===== config.mk =====
export PLATFORM = sky130hd
export DESIGN_NAME = frame_stack_unit
export DESIGN_NICKNAME = d
export VERILOG_FILES = /design/src/rtl/frame_stack_pkg.sv /design/src/rtl/frame_stack_guard.sv /design/src/rtl/frame_stack_ctrl.sv /design/src/rtl/frame_stack_unit.sv
export SDC_FILE = /design/constraint.sdc
export NUM_CORES = 1
export LEC_CHECK = 0
export ABC_AREA = 0
export BUFFER_PORTS_ARGS = -buffer_cell sky130_fd_sc_hd__buf_2
export CORE_MARGIN = 1
export CORE_UTILIZATION = 59
export CTS_CLUSTER_SIZE = 12
export DETAILED_ROUTE_END_ITERATION = 7
export GPL_ROUTABILITY_DRIVEN = 0
export PLACE_DENSITY = 0.87
export SYNTH_ARGS = -nofsm -noshare
export SYNTH_HDL_FRONTEND = slang
export SYNTH_SLANG_ARGS = --single-unit

===== constraint.sdc =====
create_clock -name clk -period 9.2 [get_ports clk]
set_input_delay 0.92 -clock clk [delete_from_list [all_inputs] [get_ports clk]]
set_output_delay 0.92 -clock clk [all_outputs]
set_load 0.02 [all_outputs]

===== src/rtl/frame_stack_pkg.sv =====
package frame_stack_pkg;

    typedef enum logic [2:0] {
        OP_PUSH  = 3'd0,
        OP_POP   = 3'd1,
        OP_CALL  = 3'd2,
        OP_ENTER = 3'd3,
        OP_LEAVE = 3'd4,
        OP_RET   = 3'd5,
        OP_RSV6  = 3'd6,
        OP_RSV7  = 3'd7
    } op_e;

    typedef enum logic [2:0] {
        ST_IDLE,
        ST_WR,
        ST_FRAME,
        ST_RD,
        ST_CAP,
        ST_LRD,
        ST_LCAP
    } st_e;

    function automatic logic op_known(input op_e op);
        return (op != OP_RSV6) && (op != OP_RSV7);
    endfunction

    function automatic st_e first_step(input op_e op);
        case (op)
            OP_PUSH, OP_CALL, OP_ENTER: return ST_WR;
            OP_POP:                     return ST_RD;
            OP_LEAVE, OP_RET:           return ST_LRD;
            default:                    return ST_IDLE;
        endcase
    endfunction

endpackage


===== src/rtl/frame_stack_guard.sv =====
module frame_stack_guard
    import frame_stack_pkg::*;
#(
    parameter int AW = 8
) (
    input  op_e           op,
    input  logic [AW-1:0] sp,
    input  logic [AW-1:0] fp,
    input  logic [AW-1:0] size,
    input  logic [AW-1:0] lim_lo,
    input  logic [AW-1:0] lim_hi,
    output logic          reject
);
    localparam int XW = AW + 1;

    logic [XW-1:0] x_sp, x_fp, x_lo, x_hi, x_size;

    always_comb begin
        x_sp   = {1'b0, sp};
        x_fp   = {1'b0, fp};
        x_lo   = {1'b0, lim_lo};
        x_hi   = {1'b0, lim_hi};
        x_size = {1'b0, size};
        case (op)
            OP_PUSH, OP_CALL: reject = (x_sp <= x_lo);
            OP_ENTER:         reject = (x_sp < (x_lo + XW'(1) + x_size));
            OP_POP:           reject = (x_sp >= x_hi);
            OP_LEAVE:         reject = (x_fp >= x_hi);
            OP_RET:           reject = ((x_fp + XW'(1)) >= x_hi);
            default:          reject = 1'b0;
        endcase
    end

endmodule


===== src/rtl/frame_stack_ctrl.sv =====
module frame_stack_ctrl
    import frame_stack_pkg::*;
(
    input  logic clk,
    input  logic rst,
    input  logic cmd_valid,
    input  op_e  cmd_op,
    input  logic reject,
    output st_e  state,
    output op_e  op_q,
    output logic ready
);
    st_e  nxt;
    logic go;

    assign ready = (state == ST_IDLE);
    assign go    = cmd_valid && ready && !reject && op_known(cmd_op);

    always_comb begin
        nxt = state;
        case (state)
            ST_IDLE:  nxt = go ? first_step(cmd_op) : ST_IDLE;
            ST_WR:    nxt = (op_q == OP_ENTER) ? ST_FRAME : ST_IDLE;
            ST_FRAME: nxt = ST_IDLE;
            ST_RD:    nxt = ST_CAP;
            ST_CAP:   nxt = ST_IDLE;
            ST_LRD:   nxt = ST_LCAP;
            ST_LCAP:  nxt = (op_q == OP_RET) ? ST_RD : ST_IDLE;
            default:  nxt = ST_IDLE;
        endcase
    end

    always_ff @(posedge clk) begin
        if (rst) begin
            state <= ST_IDLE;
            op_q  <= OP_PUSH;
        end else begin
            state <= nxt;
            if (go) op_q <= cmd_op;
        end
    end

    // an accepted, allowed command leaves the idle state at once
    a_r11_busy_after_accept: assert property (@(posedge clk) disable iff (rst)
        (cmd_valid && ready && !reject && op_known(cmd_op)) |=> !ready);

    // reserved codes keep the unit idle
    a_r12_reserved_idle: assert property (@(posedge clk) disable iff (rst)
        (cmd_valid && ready && !op_known(cmd_op)) |=> ready);

endmodule


===== src/rtl/frame_stack_unit.sv =====
module frame_stack_unit
    import frame_stack_pkg::*;
#(
    parameter int AW  = 8,
    parameter int DW  = 16,
    parameter int TOP = 240
) (
    input  logic          clk,
    input  logic          rst,
    input  logic          cmd_valid,
    output logic          cmd_ready,
    input  logic [2:0]    cmd_op,
    input  logic [DW-1:0] cmd_a,
    input  logic [DW-1:0] cmd_b,
    input  logic [AW-1:0] lim_lo,
    input  logic [AW-1:0] lim_hi,
    output logic [AW-1:0] sp,
    output logic [AW-1:0] fp,
    output logic [DW-1:0] next_pc,
    output logic [DW-1:0] pop_data,
    output logic          err,
    output logic          mem_req,
    output logic          mem_we,
    output logic [AW-1:0] mem_addr,
    output logic [DW-1:0] mem_wdata,
    input  logic [DW-1:0] mem_rdata
);
    localparam logic [AW-1:0] TOP_A = AW'(TOP);

    op_e           op_in, op_q;
    st_e           st;
    logic          reject, accept;
    logic [DW-1:0] arg_q, wdat_q;

    assign op_in  = op_e'(cmd_op);
    assign accept = cmd_valid && cmd_ready;

    frame_stack_guard #(.AW(AW)) u_guard (
        .op     (op_in),
        .sp     (sp),
        .fp     (fp),
        .size   (cmd_a[AW-1:0]),
        .lim_lo (lim_lo),
        .lim_hi (lim_hi),
        .reject (reject)
    );

    frame_stack_ctrl u_ctrl (
        .clk       (clk),
        .rst       (rst),
        .cmd_valid (cmd_valid),
        .cmd_op    (op_in),
        .reject    (reject),
        .state     (st),
        .op_q      (op_q),
        .ready     (cmd_ready)
    );

    always_comb begin
        mem_req   = 1'b0;
        mem_we    = 1'b0;
        mem_addr  = sp;
        mem_wdata = wdat_q;
        case (st)
            ST_WR: begin
                mem_req  = 1'b1;
                mem_we   = 1'b1;
                mem_addr = sp - 1'b1;
            end
            ST_RD:   mem_req = 1'b1;
            ST_LRD: begin
                mem_req  = 1'b1;
                mem_addr = fp;
            end
            default: ;
        endcase
    end

    always_ff @(posedge clk) begin
        if (rst) begin
            sp       <= TOP_A;
            fp       <= TOP_A;
            next_pc  <= '0;
            pop_data <= '0;
            err      <= 1'b0;
            arg_q    <= '0;
            wdat_q   <= '0;
        end else begin
            if (accept) begin
                arg_q <= cmd_a;
                case (op_in)
                    OP_PUSH: wdat_q <= cmd_a;
                    OP_CALL: wdat_q <= cmd_b;
                    default: wdat_q <= DW'(fp);
                endcase
                if (reject) err <= 1'b1;
            end
            case (st)
                ST_WR: begin
                    sp <= sp - 1'b1;
                    if (op_q == OP_CALL) next_pc <= arg_q;
                end
                ST_FRAME: begin
                    fp <= sp;
                    sp <= sp - arg_q[AW-1:0];
                end
                ST_CAP: begin
                    if (op_q == OP_POP) pop_data <= mem_rdata;
                    else                next_pc  <= mem_rdata;
                    sp <= sp + 1'b1;
                end
                ST_LCAP: begin
                    fp <= mem_rdata[AW-1:0];
                    sp <= fp + 1'b1;
                end
                default: ;
            endcase
        end
    end

    // memory is touched only inside a running sequence
    a_r11_mem_only_busy: assert property (@(posedge clk) disable iff (rst)
        mem_req |-> !cmd_ready);

    // every write goes to the slot sp moves onto (pre-decrement)
    a_r2_write_predec: assert property (@(posedge clk) disable iff (rst)
        (mem_req && mem_we) |=> (sp == $past(mem_addr)));

    // the capture step of a pop advances sp by one word
    a_r3_pop_postinc: assert property (@(posedge clk) disable iff (rst)
        (st == ST_CAP) |=> (sp == $past(sp) + 1'b1));

    // a refused command changes no pointer, touches no memory, raises err
    a_r8_reject_no_change: assert property (@(posedge clk) disable iff (rst)
        (accept && reject) |=> (!mem_req && $stable(sp) && $stable(fp) && err));

    // the error flag is sticky
    a_r10_err_sticky: assert property (@(posedge clk) disable iff (rst)
        err |=> err);

endmodule


==> metrics.md, run 1 <==
| Metric | Value |
|---|---|
| Outcome | `finished clean` |
| Hold Startpoint | `arg_q[12]$_SDFFE_PP0P_` |
| Die height | `105 um` |
| Area contributors post-synth | `dfxtp_1 (28%), ha_1 (11%), nand2_1 (9.1%)` |
| Yosys warning count | `0` |
| Yosys top cell area share | `about 28%` |
| Post-synthesis xor/xnor area fraction | `roughly 4%` |
| RSZ-0062 raised after global routing | `no` |
| Relative slew slack | `17.8%` |
| DR iter-0 viols | `538` |
| Post-cts resize count | `0` |
| Core box area | `10300 um^2` |
| Multiplexer share of the synthesized area | `4.23%` |
| Root Buffer | `clkbuf_8` |
| Routed via count | `6356` |
| Worst skew pair latency | `~0.37 ns` |
| DRT Pass-1 Iters | `6` |
| Site Rows | `37` |
| CTS Sinks | `87` |
| Die width | `approximately 100 um` |
| Asr flop ratio synth | `0%` |
| Layout fillers | `883` |
| Largest net degree at the start of global routing | `88` |
| Initial core utilization | `60.4%` |
| Tcrit/Tclk final | `44.4%` |
| Crit. End Element | `flop` |
| Global-route wire length before repair | `28800 um` |
| Total power | `0.00103 W` |
| Cts bufs inserted | `9` |
| Worst Max-Slew Pin Slew | `between 1 and 1.5 ns` |
| Antenna diodes | `0` |
| Layout Cells excl Fill | `1066` |
| Bufs on Longest Clock Path | `2` |
| Min Tclk post-route | `4.09 ns` |
| WS Path Type | `primary input to flop` |
| DRC errors left | `0` |
| Placed cell count | `1050` |
| Synth Register Bits | `87` |
| CP arrival | `4.31 ns` |
| Leading area contributor after synthesis | `dfxtp_1` |
| Synth Area in Compound Gates | `22.1%` |
| Vias in the first global route | `5787` |
| TritonCTS clock tree | `yes` |
| Fin area | `7100 um^2` |
| Post-layout util | `69.1%` |
| Final ANT Viol Nets | `0` |
| Max Cap Viol | `0` |
| Power density cells | `145 nW/um^2` |
| VDD IR max | `between 0.09 and 0.1 mV` |
| Largest family of logic cells by synthesized area | `simple AND/OR/NAND/NOR gates` |
| Max Slew Vio Count | `0` |
| Most frequent cells after synthesis | `nand2_1 (151), dfxtp_1 (87), a21oi_1 (82), nor2_1 (68), ha_1 (57)` |
| CP max FO | `6` |
| Cell Area, Placed | `6900 um^2` |
| Post-layout nets | `1054` |
| Setup Skew | `between 0.01 and 0.015 ns` |
| Adder-cell area share of the yosys netlist | `12.1%` |
| Cell with the most instances after synthesis | `nand2_1` |
| Simple-gate portion of the synthesized area | `a little under a quarter` |
| Worst min path class | `flop to flop` |
| Die area | `around 11000 um^2` |
| Sequential share of the synthesized area | `28.0%` |
| IO Pins | `146` |
| Critical Path Source | `cmd_a[0]` |
| Synth Net Count | `948` |
| DP HPWL | `between 10000 and 15000 um` |
| Cell area after synthesis | `6210 um^2` |
| Share of cells above drive strength 1 | `20.8%` |
| Startpoint types | `primary input` |
| Clock H-tree levels | `3` |
| Final setup viols | `0` |
| Synth unique cells | `75` |
| Final wirelength | `17700 um` |
| Reg2reg start | `u_ctrl.state[2]$_SDFF_PP0_` |
| Grt ovf | `0` |
| Fmax | `0.245 GHz` |
| Area Growth Syn to Fin | `14.4%` |
| Leak | `approximately 3.0 nW` |
| EDFF count, synth | `0` |
| CP Data Required Time | `9.42 ns` |
| DR WL/cell | `around 17 um` |
| Final hold vios | `0` |
| Most used flip-flop cell after synthesis | `dfxtp_1` |
| Vias/cell | `5.96` |
| Hold buffers post-CTS | `0` |
| PortBufs | `145` |
| Cells after Synth | `819` |
| Avg Inst Size Synth | `between 7 and 8 um^2` |
| Antenna violations before repair | `1` |
| Reg clk slew, reported paths | `0.10 ns` |
| GRT Resource Usage Total | `~33%` |
| Post-Route Setup TNS | `0 ns` |
| Post-CTS Setup Repair Bufs | `0` |
==> final cells by class <==
cell class / count / area, um^2 / area share [%]
repair buffers: 151 / 771 / 10.8
multi-input cells: 640 / 4090 / 57.5
clock buffers: 9 / 124 / 1.74
inverters: 36 / 135 / 1.90
clock inverters: 7 / 76.3 / 1.07
flip-flops and latches: 87 / 1740 / 24.5
well taps: 136 / 170 / 2.40
==> cell usage in the layout (no fill, tap or decap), drive strengths merged, types with 5 or more instances in the layout <==
cell type,count
clkbuf,9
a211oi,11
nand2b,8
nor2,70
xor2,8
a211o,6
inv,39
or3,5
nand2,152
nor3,20
nor2b,7
a21oi,82
nand3,19
xnor2,21
a311oi,17
buf,151
dfxtp,87
mux2i,24
ha,57
o21a,5
o31ai,5
o211ai,10
o21ai,44
==> registers in the layout (all words and copies together), names as in the netlist <==
register and cells:
err 1, next_pc 16, arg_q 16, pop_data 16
sp 8, u_ctrl.op_q 3, fp 8, u_ctrl.state 3
mem_wdata 16
==> through the flow <==
stage                     hold WS [ns]  setup WS [ns]
after detailed placement         0.446           4.84
after floorplan                  0.437           5.34
after CTS                        0.461           5.20
after global placement           0.441           4.99
after global routing             0.476           4.93
final                            0.459           5.11
==> cell families after synthesis <==
logic type / Yosys count
compound gates: 212
xor+xnor: 29
mux: 26
flops: 87
simple gates: 314
fa+ha+maj: 59
buf+inv: 92
==> power breakdown <==
group	switching [W]	internal, W
clock	0.000159	0.000106
combinational	0.000198	0.000135
sequential	0.0000350	0.000398
total	0.000393	0.000640
==> per-layer routing <==
layer,vias up,share of wire [%],track usage [%]
met4,2,3.2,12.6
li1,3083,-,-
met5,-,0.074,0
met3,49,8.3,4.99
met2,293,45,52.6
met1,2929,43,43.8
==> final timing paths <==
| check | slack (ns) | endpoint | cells past startpoint |
|---|---|---|---|
| setup / recovery | 5.11 | u_ctrl.state[2]$_SDFF_PP0_ | 17 |
| hold / removal | 0.46 | arg_q[12]$_SDFFE_PP0P_ | 2 |
| setup reg to reg | 6.22 | pop_data[12]$_SDFFE_PP0P_ | 5 |
| hold reg to reg | 0.46 | arg_q[12]$_SDFFE_PP0P_ | 2 |
==> worst max-delay path, cell delays in order <==
cell and delay [ns]:
buf_2 0.10, inv_1 0.10, ha_1 0.19, inv_1 0.06
fa_1 0.42, a211oi_1 0.29, o21bai_1 0.12, a21oi_1 0.19
xor2_1 0.18, ha_1 0.28, a2111oi_2 0.38, nand2b_1 0.12
o211a_1 0.24, a211o_1 0.33, o21a_2 0.18, nand4b_2 0.11
o31ai_1 0.09
Note: power is estimated with default switching activity, not from simulation.
==> run 2: changes to the inputs <==
--- a/config.mk
+++ b/config.mk
@@ -5,14 +5,14 @@
 export SDC_FILE = /design/constraint.sdc
 export NUM_CORES = 1
 export LEC_CHECK = 0
-export ABC_AREA = 0
+export ABC_AREA = 1
 export BUFFER_PORTS_ARGS = -buffer_cell sky130_fd_sc_hd__buf_2
 export CORE_MARGIN = 1
-export CORE_UTILIZATION = 59
+export CORE_UTILIZATION = 54
 export CTS_CLUSTER_SIZE = 12
 export DETAILED_ROUTE_END_ITERATION = 7
 export GPL_ROUTABILITY_DRIVEN = 0
-export PLACE_DENSITY = 0.87
+export PLACE_DENSITY = 0.81
 export SYNTH_ARGS = -nofsm -noshare
 export SYNTH_HDL_FRONTEND = slang
 export SYNTH_SLANG_ARGS = --single-unit
==> constraint.sdc (replaced) <==
create_clock -name clk -period 4.07 [get_ports clk]
set_input_delay 0.407 -clock clk [delete_from_list [all_inputs] [get_ports clk]]
set_output_delay 0.407 -clock clk [all_outputs]
set_load 0.02 [all_outputs]
==> run 2 against run 1 <==
Area after synthesis shrank 6.9%. Via count shrank 5.3%. First-iteration DRC count is 30% lower. Clock power up 130%. Clock skew increased by 0.0031 ns. Total power up 120%. Non-clock buffer count fell by 2. Critical path type is now flop to flop. Largest cell class unchanged. Highest routed layer is now met4.
==> metrics.md, run 2 <==
| Metric | Value |
|---|---|
| Hold depth | `3` |
| Largest stage delay on the critical path | `0.45 ns` |
| Leak | `3.32 nW` |
| WS Path Type | `flop to flop` |
| Crit. End Element | `flop` |
| Clock H-tree levels | `3` |
| DR WL/cell | `14.7 um` |
| Tcrit/Tclk final | `66.9%` |
| Vias in the first global route | `5456` |
| Critical Path Source | `fp[0]$_SDFFE_PP0P_` |
| GRT Resource Usage Total | `29.8%` |
| Final setup viols | `0` |
| Final wirelength | `~16000 um` |
| Clock network power share | `26.7%` |
| Outcome | `finished clean` |
| Vias/cell | `5.44` |
| Sequential share of power | `42.8%` |
| CP max-delay cell | `nor3_1` |
| Final hold vios | `0` |
| Worst Max-Slew Pin Slew | `0.911 ns` |
| Bufs on Longest Clock Path | `2` |
| Reg2reg start | `fp[0]$_SDFFE_PP0P_` |
| Final ANT Viol Nets | `0` |
| Most frequent cells in the layout | `nand2_1 (147), buf_2 (145), inv_1 (119)` |
| Worst skew pair latency | `between 0.3 and 0.4 ns` |
| Post-layout nets | `1095` |
| Combinational share of power | `between 30% and 40%` |
| Sequential share of the synthesized area | `~30%` |
| Startpoint types | `flop` |
| VDD IR max | `between 0.2 and 0.25 mV` |
| Worst-path cell chain | `inv_1 > nor3_1 > nand3_1 > nor3_1 > xor2_1 > ha_1 > a31oi_1 > nand2_1 > nand2_1 > nand3_2 > nor2_4 > nand3_1 > a21oi_1` |
| Sw power | `0.000857 W` |
| CP arrival | `3.02 ns` |
| Global-route wire length before repair | `between 20000 and 30000 um` |
| TritonCTS clock tree | `yes` |
| Max Slew Vio Count | `0` |
| Grt ovf | `0` |
| Hold buffers post-CTS | `0` |
| Pre-CTS WS | `1.13 ns` |
| Most used flip-flop cell after synthesis | `dfxtp_1` |
| DP HPWL | `around 13000 um` |
| Cells after Synth | `835` |
| Fmax | `between 0.3 and 0.4 GHz` |
| Cell area after synthesis | `between 5000 and 6000 um^2` |
| Min Tclk post-route | `2.72 ns` |
| Max Cap Viol | `0` |
| CP Data Required Time | `roughly 4.4 ns` |
| Site Rows | `37` |
| DRC errors left | `0` |
| RSZ-0062 raised after global routing | `no` |
| Cell with the most instances after synthesis | `nand2_1` |
| Post-CTS Setup Repair Bufs | `0` |
| Reg clk slew, reported paths | `~0.11 ns` |
| Area contributors post-synth | `dfxtp_1 (30%), ha_1 (12%), nand2_1 (9.5%)` |
| Synth Net Count | `964` |
| Switching share of total power | `38.0%` |
| EDFF count, synth | `0` |
| Die height | `105 um` |
| Power density cells | `332 nW/um^2` |
| Synth Register Bits | `87` |
| Antenna diodes | `0` |
| Asr flop ratio synth | `0%` |
| Post-Route Setup TNS | `0 ns` |
| CP max FO | `6` |
| Root Buffer | `clkbuf_8` |
| PortBufs | `145` |
| DR iter-0 viols | `between 300 and 400` |
| Most frequent cells after synthesis | `nand2_1 (147), inv_1 (119), a21oi_1 (97), dfxtp_1 (87), o21ai_0 (73)` |
| Die width | `105 um` |
| Die area | `between 10000 and 15000 um^2` |
| DRT Pass-1 Iters | `5` |
| Leading area contributor after synthesis | `dfxtp_1` |
| Initial core utilization | `55.8%` |
| R2R cell count | `13` |
| CTS Sinks | `87` |
| Synth unique cells | `43` |
| Post-cts resize count | `0` |
| Share of cells above drive strength 1 | `20.0%` |
| Antenna violations before repair | `0` |
| Yosys top cell area share | `30.1%` |
| Most common cell after layout, fill and taps aside | `nand2_1` |
| Total power | `0.00226 W` |
| Largest net degree at the start of global routing | `57` |
| Int Pwr | `0.00140 W` |
| Routed via count | `6019` |
| Area Growth Syn to Fin | `17.5%` |
| Core box area | `10400 um^2` |
| Relative slew slack | `39.0%` |
| Worst min path class | `primary input to flop` |
| Yosys warning count | `0` |
| Avg Inst Size Synth | `6.93 um^2` |
| Setup Skew | `0.0164 ns` |
| Setup WS post-layout | `1.35 ns` |
| IO Pins | `146` |
| Hold Startpoint | `cmd_b[14]` |
| Cts bufs inserted | `9` |
[run 2: cell types whose count changed after synthesis, sizes merged, moves of 13 or more]
cell	before	now
o21ai	44	97
a21oi	82	97
clkbuf	35	21
xnor2	21	3
a311oi	17	1
buf	21	8
mux2i	24	0
inv	36	126
[run 2: worst paths after layout]
path / slack, ns / endpoint
worst max-delay path: 1.35 / u_ctrl.op_q[2]$_SDFFE_PP0N_
worst min-delay path: 0.28 / mem_wdata[14]$_SDFFE_PP0P_
worst max register to register: 1.35 / u_ctrl.op_q[2]$_SDFFE_PP0N_
worst min register to register: 0.45 / next_pc[0]$_SDFFE_PP0P_
[run 2: critical path, delay by kind of cell (launching register included)]
kind	cells	cell delay [ns]
AO/OA/AOI/OAI	2	0.34
XOR/XNOR	1	0.10
adder cells (fa/ha/maj)	1	0.19
buffers and inverters	1	0.17
flip-flops	1	0.40
AND/OR/NAND/NOR	8	1.46
[run 2: area by class of cell]
type | count | area, um^2
clock buffer | 9 | 124
clock inverter | 7 | 73.8
fill | 1067 | 3570
inverter | 127 | 477
multi-input combinational | 592 | 3450
sequential | 87 | 1740
tap | 136 | 170
timing repair buffer | 149 | 756
[run 2: power by group through the flow]
stage                     Clock, W  Combinational, W  Sequential (W)
final                     0.000603          0.000689        0.000966
after floorplan                  0          0.000442         0.00101
after global routing      0.000642          0.000782        0.000974
after global placement           0          0.000671        0.000983
after CTS                 0.000611          0.000686        0.000965
after detailed placement         0          0.000684        0.000984
[run 2: through the flow]
step	util (%)	cells	cell area (um^2)	hold slack [ns]
2_1_floorplan	-	835	5780	0.425
3_3_place_gp	63.6	1091	6600	0.431
3_5_place_dp	63.6	1091	6600	0.436
4_1_cts	65.5	1107	6800	0.252
5_1_grt	65.5	1107	6800	0.266
6_report	65.5	1107	6800	0.276
[run 2: cells by family after synthesis]
family                     Yosys count  share of synthesized area, %
xor gates and xnor gates            17                          2.57
and+or+nand+nor                    278                          21.0
AOI/OAI and AO/OA                  238                          23.0
buffers and inverters              156                          10.3
adders and majority gates           59                          13.0
DFF                                 87                          30.1
[run 2: routing by layer]
| layer | global-route usage, % | wire length (um) | vias to the layer above |
|---|---|---|---|
| li1 | - | - | 3044 |
| met1 | 38.7 | 7080 | 2686 |
| met2 | 47.3 | 7400 | 251 |
| met3 | 8.04 | 1430 | 38 |
| met4 | 10.5 | 394 | 0 |
| met5 | 0 | 0 | - |
==> run 3: changes to the inputs <==
--- a/config.mk
+++ b/config.mk
@@ -8,11 +8,11 @@
 export ABC_AREA = 1
 export BUFFER_PORTS_ARGS = -buffer_cell sky130_fd_sc_hd__buf_2
 export CORE_MARGIN = 1
-export CORE_UTILIZATION = 54
+export CORE_UTILIZATION = 49
 export CTS_CLUSTER_SIZE = 12
 export DETAILED_ROUTE_END_ITERATION = 7
 export GPL_ROUTABILITY_DRIVEN = 0
-export PLACE_DENSITY = 0.81
+export PLACE_DENSITY = 0.77
 export SYNTH_ARGS = -nofsm -noshare
 export SYNTH_HDL_FRONTEND = slang
 export SYNTH_SLANG_ARGS = --single-unit
==> constraint.sdc (replaced) <==
create_clock -name clk -period 2.2 [get_ports clk]
set_input_delay 0.22 -clock clk [delete_from_list [all_inputs] [get_ports clk]]
set_output_delay 0.22 -clock clk [all_outputs]
set_load 0.02 [all_outputs]
==> run 3 against run 2 <==
The flow now finishes with violations (negative setup slack). Routed wire length up 8.2%. Clock skew down 0.0084 ns. Core utilization up 0.75 points. Setup slack worse by 1.4 ns. Die area up 10%. Sequential power up 81%. Combinational power up 110%. Critical path type unchanged.
==> metrics.md, run 3 (synthesized netlist as in run 2, its figures left out) <==
| Metric | Value |
|---|---|
| Root Buffer | `clkbuf_16` |
| Leak | `3.73 nW` |
| Tcrit/Tclk final | `104%` |
| Antenna violations before repair | `0` |
| CTS Sinks | `87` |
| DP HPWL | `approximately 14000 um` |
| Largest stage delay on the critical path | `~0.38 ns` |
| Final wirelength | `roughly 18000 um` |
| DRT Pass-1 Iters | `5` |
| Pre-CTS WS | `-0.410 ns` |
| Outcome | `finished with violations` |
| Relative slew slack | `a little under two thirds` |
| Max Cap Viol | `0` |
| Final hold vios | `0` |
| WS Path Type | `flop to flop` |
| Most frequent cells in the layout | `nand2_1 (143), buf_2 (143), inv_1 (113)` |
| Fmax | `around 0.44 GHz` |
| Bufs on Longest Clock Path | `2` |
| DR iter-0 viols | `around 360` |
| Initial core utilization | `50.4%` |
| Min Tclk post-route | `2.30 ns` |
| GRT Resource Usage Total | `roughly 29%` |
| RSZ-0062 raised after global routing | `yes` |
| Die height | `111 um` |
| DR WL/cell | `~15 um` |
| Placed cell count | `around 1200` |
| Layout Cells excl Fill | `1176` |
| Reg clk slew, reported paths | `~0.07 ns` |
| Share of cells above drive strength 1 | `between 20% and 30%` |
| Die area | `12200 um^2` |
| Startpoint types | `flop` |
| CP max-delay cell | `dfxtp_4` |
| Worst min path class | `primary input to flop` |
| CP max FO | `6` |
| Final setup viols | `7` |
| DRC errors left | `0` |
| CP arrival | `about 2.5 ns` |
| Vias/cell | `5.37` |
| Fin area | `7600 um^2` |
| Routed via count | `6316` |
| Area Growth Syn to Fin | `31.4%` |
| Die width | `111 um` |
| Clock H-tree levels | `3` |
| Antenna diodes | `0` |
| Grt ovf | `0` |
| TritonCTS clock tree | `yes` |
| VDD IR max | `about 0.43 mV` |
| IO Pins | `146` |
| CP most frequent cell | `nand2_1` |
| Max Slew Vio Count | `0` |
| Power density cells | `about 640 nW/um^2` |
| Crit. End Element | `flop` |
| Final ANT Viol Nets | `0` |
| Worst-path cell chain | `inv_4 > nor3_4 > nand3_1 > xor2_1 > inv_1 > ha_1 > nand2_1 > inv_1 > nand2_1 > nand2_1 > nand2_1 > nand2_2 > nand2_1 > nand3_2 > nor2_4 > nor2_1 > nor2_1 > nor2_1` |
| Site Rows | `39` |
| Worst skew pair latency | `0.35 ns` |
| Cell Area, Placed | `7120 um^2` |
| CP Data Required Time | `approximately 2.4 ns` |
| Global-route wire length before repair | `approximately 28000 um` |
| Setup Skew | `0.00794 ns` |
| PortBufs | `145` |
| Worst Max-Slew Pin Slew | `0.542 ns` |
| Vias in the first global route | `5890` |
| Hold buffers post-CTS | `0` |
| Post-layout util | `between 60% and 70%` |
| Failing checks | `negative setup slack` |
| Post-layout nets | `about 1200` |
| Largest net degree at the start of global routing | `44` |
| Setup WS post-layout | `-0.0960 ns` |
| Cts bufs inserted | `9` |
| Core box area | `11500 um^2` |
-- run 3: power by group --
part / switching, W / total [W] / internal (W)
clock: 0.000737 / 0.00166 / 0.000921
sequential: 0.0000724 / 0.00175 / 0.00168
combinational: 0.000907 / 0.00148 / 0.000575
total: 0.00172 / 0.00489 / 0.00317
-- run 3: worst max-delay path: cells and delay by family (launching register included) --
| kind | cells | cell delay (ns) |
|---|---|---|
| xor gates and xnor gates | 1 | 0.16 |
| adders and majority gates | 1 | 0.27 |
| buffers and inverters | 3 | 0.13 |
| DFF | 1 | 0.38 |
| and+or+nand+nor | 13 | 1.22 |
-- run 3: worst paths after layout --
check / startpoint / endpoint / slack (ns) / cells past startpoint
hold reg to reg: next_pc[10]$_SDFFE_PP0P_ / next_pc[10]$_SDFFE_PP0P_ / 0.44 / 2
setup reg to reg: fp[0]$_SDFFE_PP0P_ / err$_SDFFE_PP0P_ / -0.1 / 18
setup / recovery: fp[0]$_SDFFE_PP0P_ / err$_SDFFE_PP0P_ / -0.1 / 18
hold / removal: cmd_b[14] / mem_wdata[14]$_SDFFE_PP0P_ / 0.11 / 3
-- run 3: final cells by class --
type | count | area, um^2
well taps | 143 | 179
fillers | 1027 | 3870
clock buffers | 9 | 225
clock inverters | 7 | 97.6
flip-flops and latches | 87 | 1760
inverters | 127 | 499
multi-input cells | 592 | 3580
repair buffers | 211 | 1250
-- run 3: through the flow --
stage | hold slack (ns) | setup TNS (ns) | power, W
after floorplan | 0.361 | -0.125 | 0.00270
after global placement | 0.429 | -2.13 | 0.00317
after detailed placement | 0.435 | -2.66 | 0.00320
after CTS | 0.102 | -0.130 | 0.00484
after global routing | 0.118 | -1.69 | 0.00514
final | 0.106 | -0.414 | 0.00489
-- run 3: routing by layer --
layer  routed length, um  track usage (%)  share of wire [%]  vias up
met5                   0                0                  0        -
met4                 475             9.78                2.7        0
met3                1340             6.37                7.6       43
met2                8150             47.0                 46      239
met1                7680             37.4                 44     2860
li1                    -                -                  -     3174
-- run 3: timing repair --
item,4_1_cts,5_1_grt
gates cloned,0,0
setup buffers,3,2
pin swaps,9,6
resized for setup,18,19
setup endpoints to repair,9,12
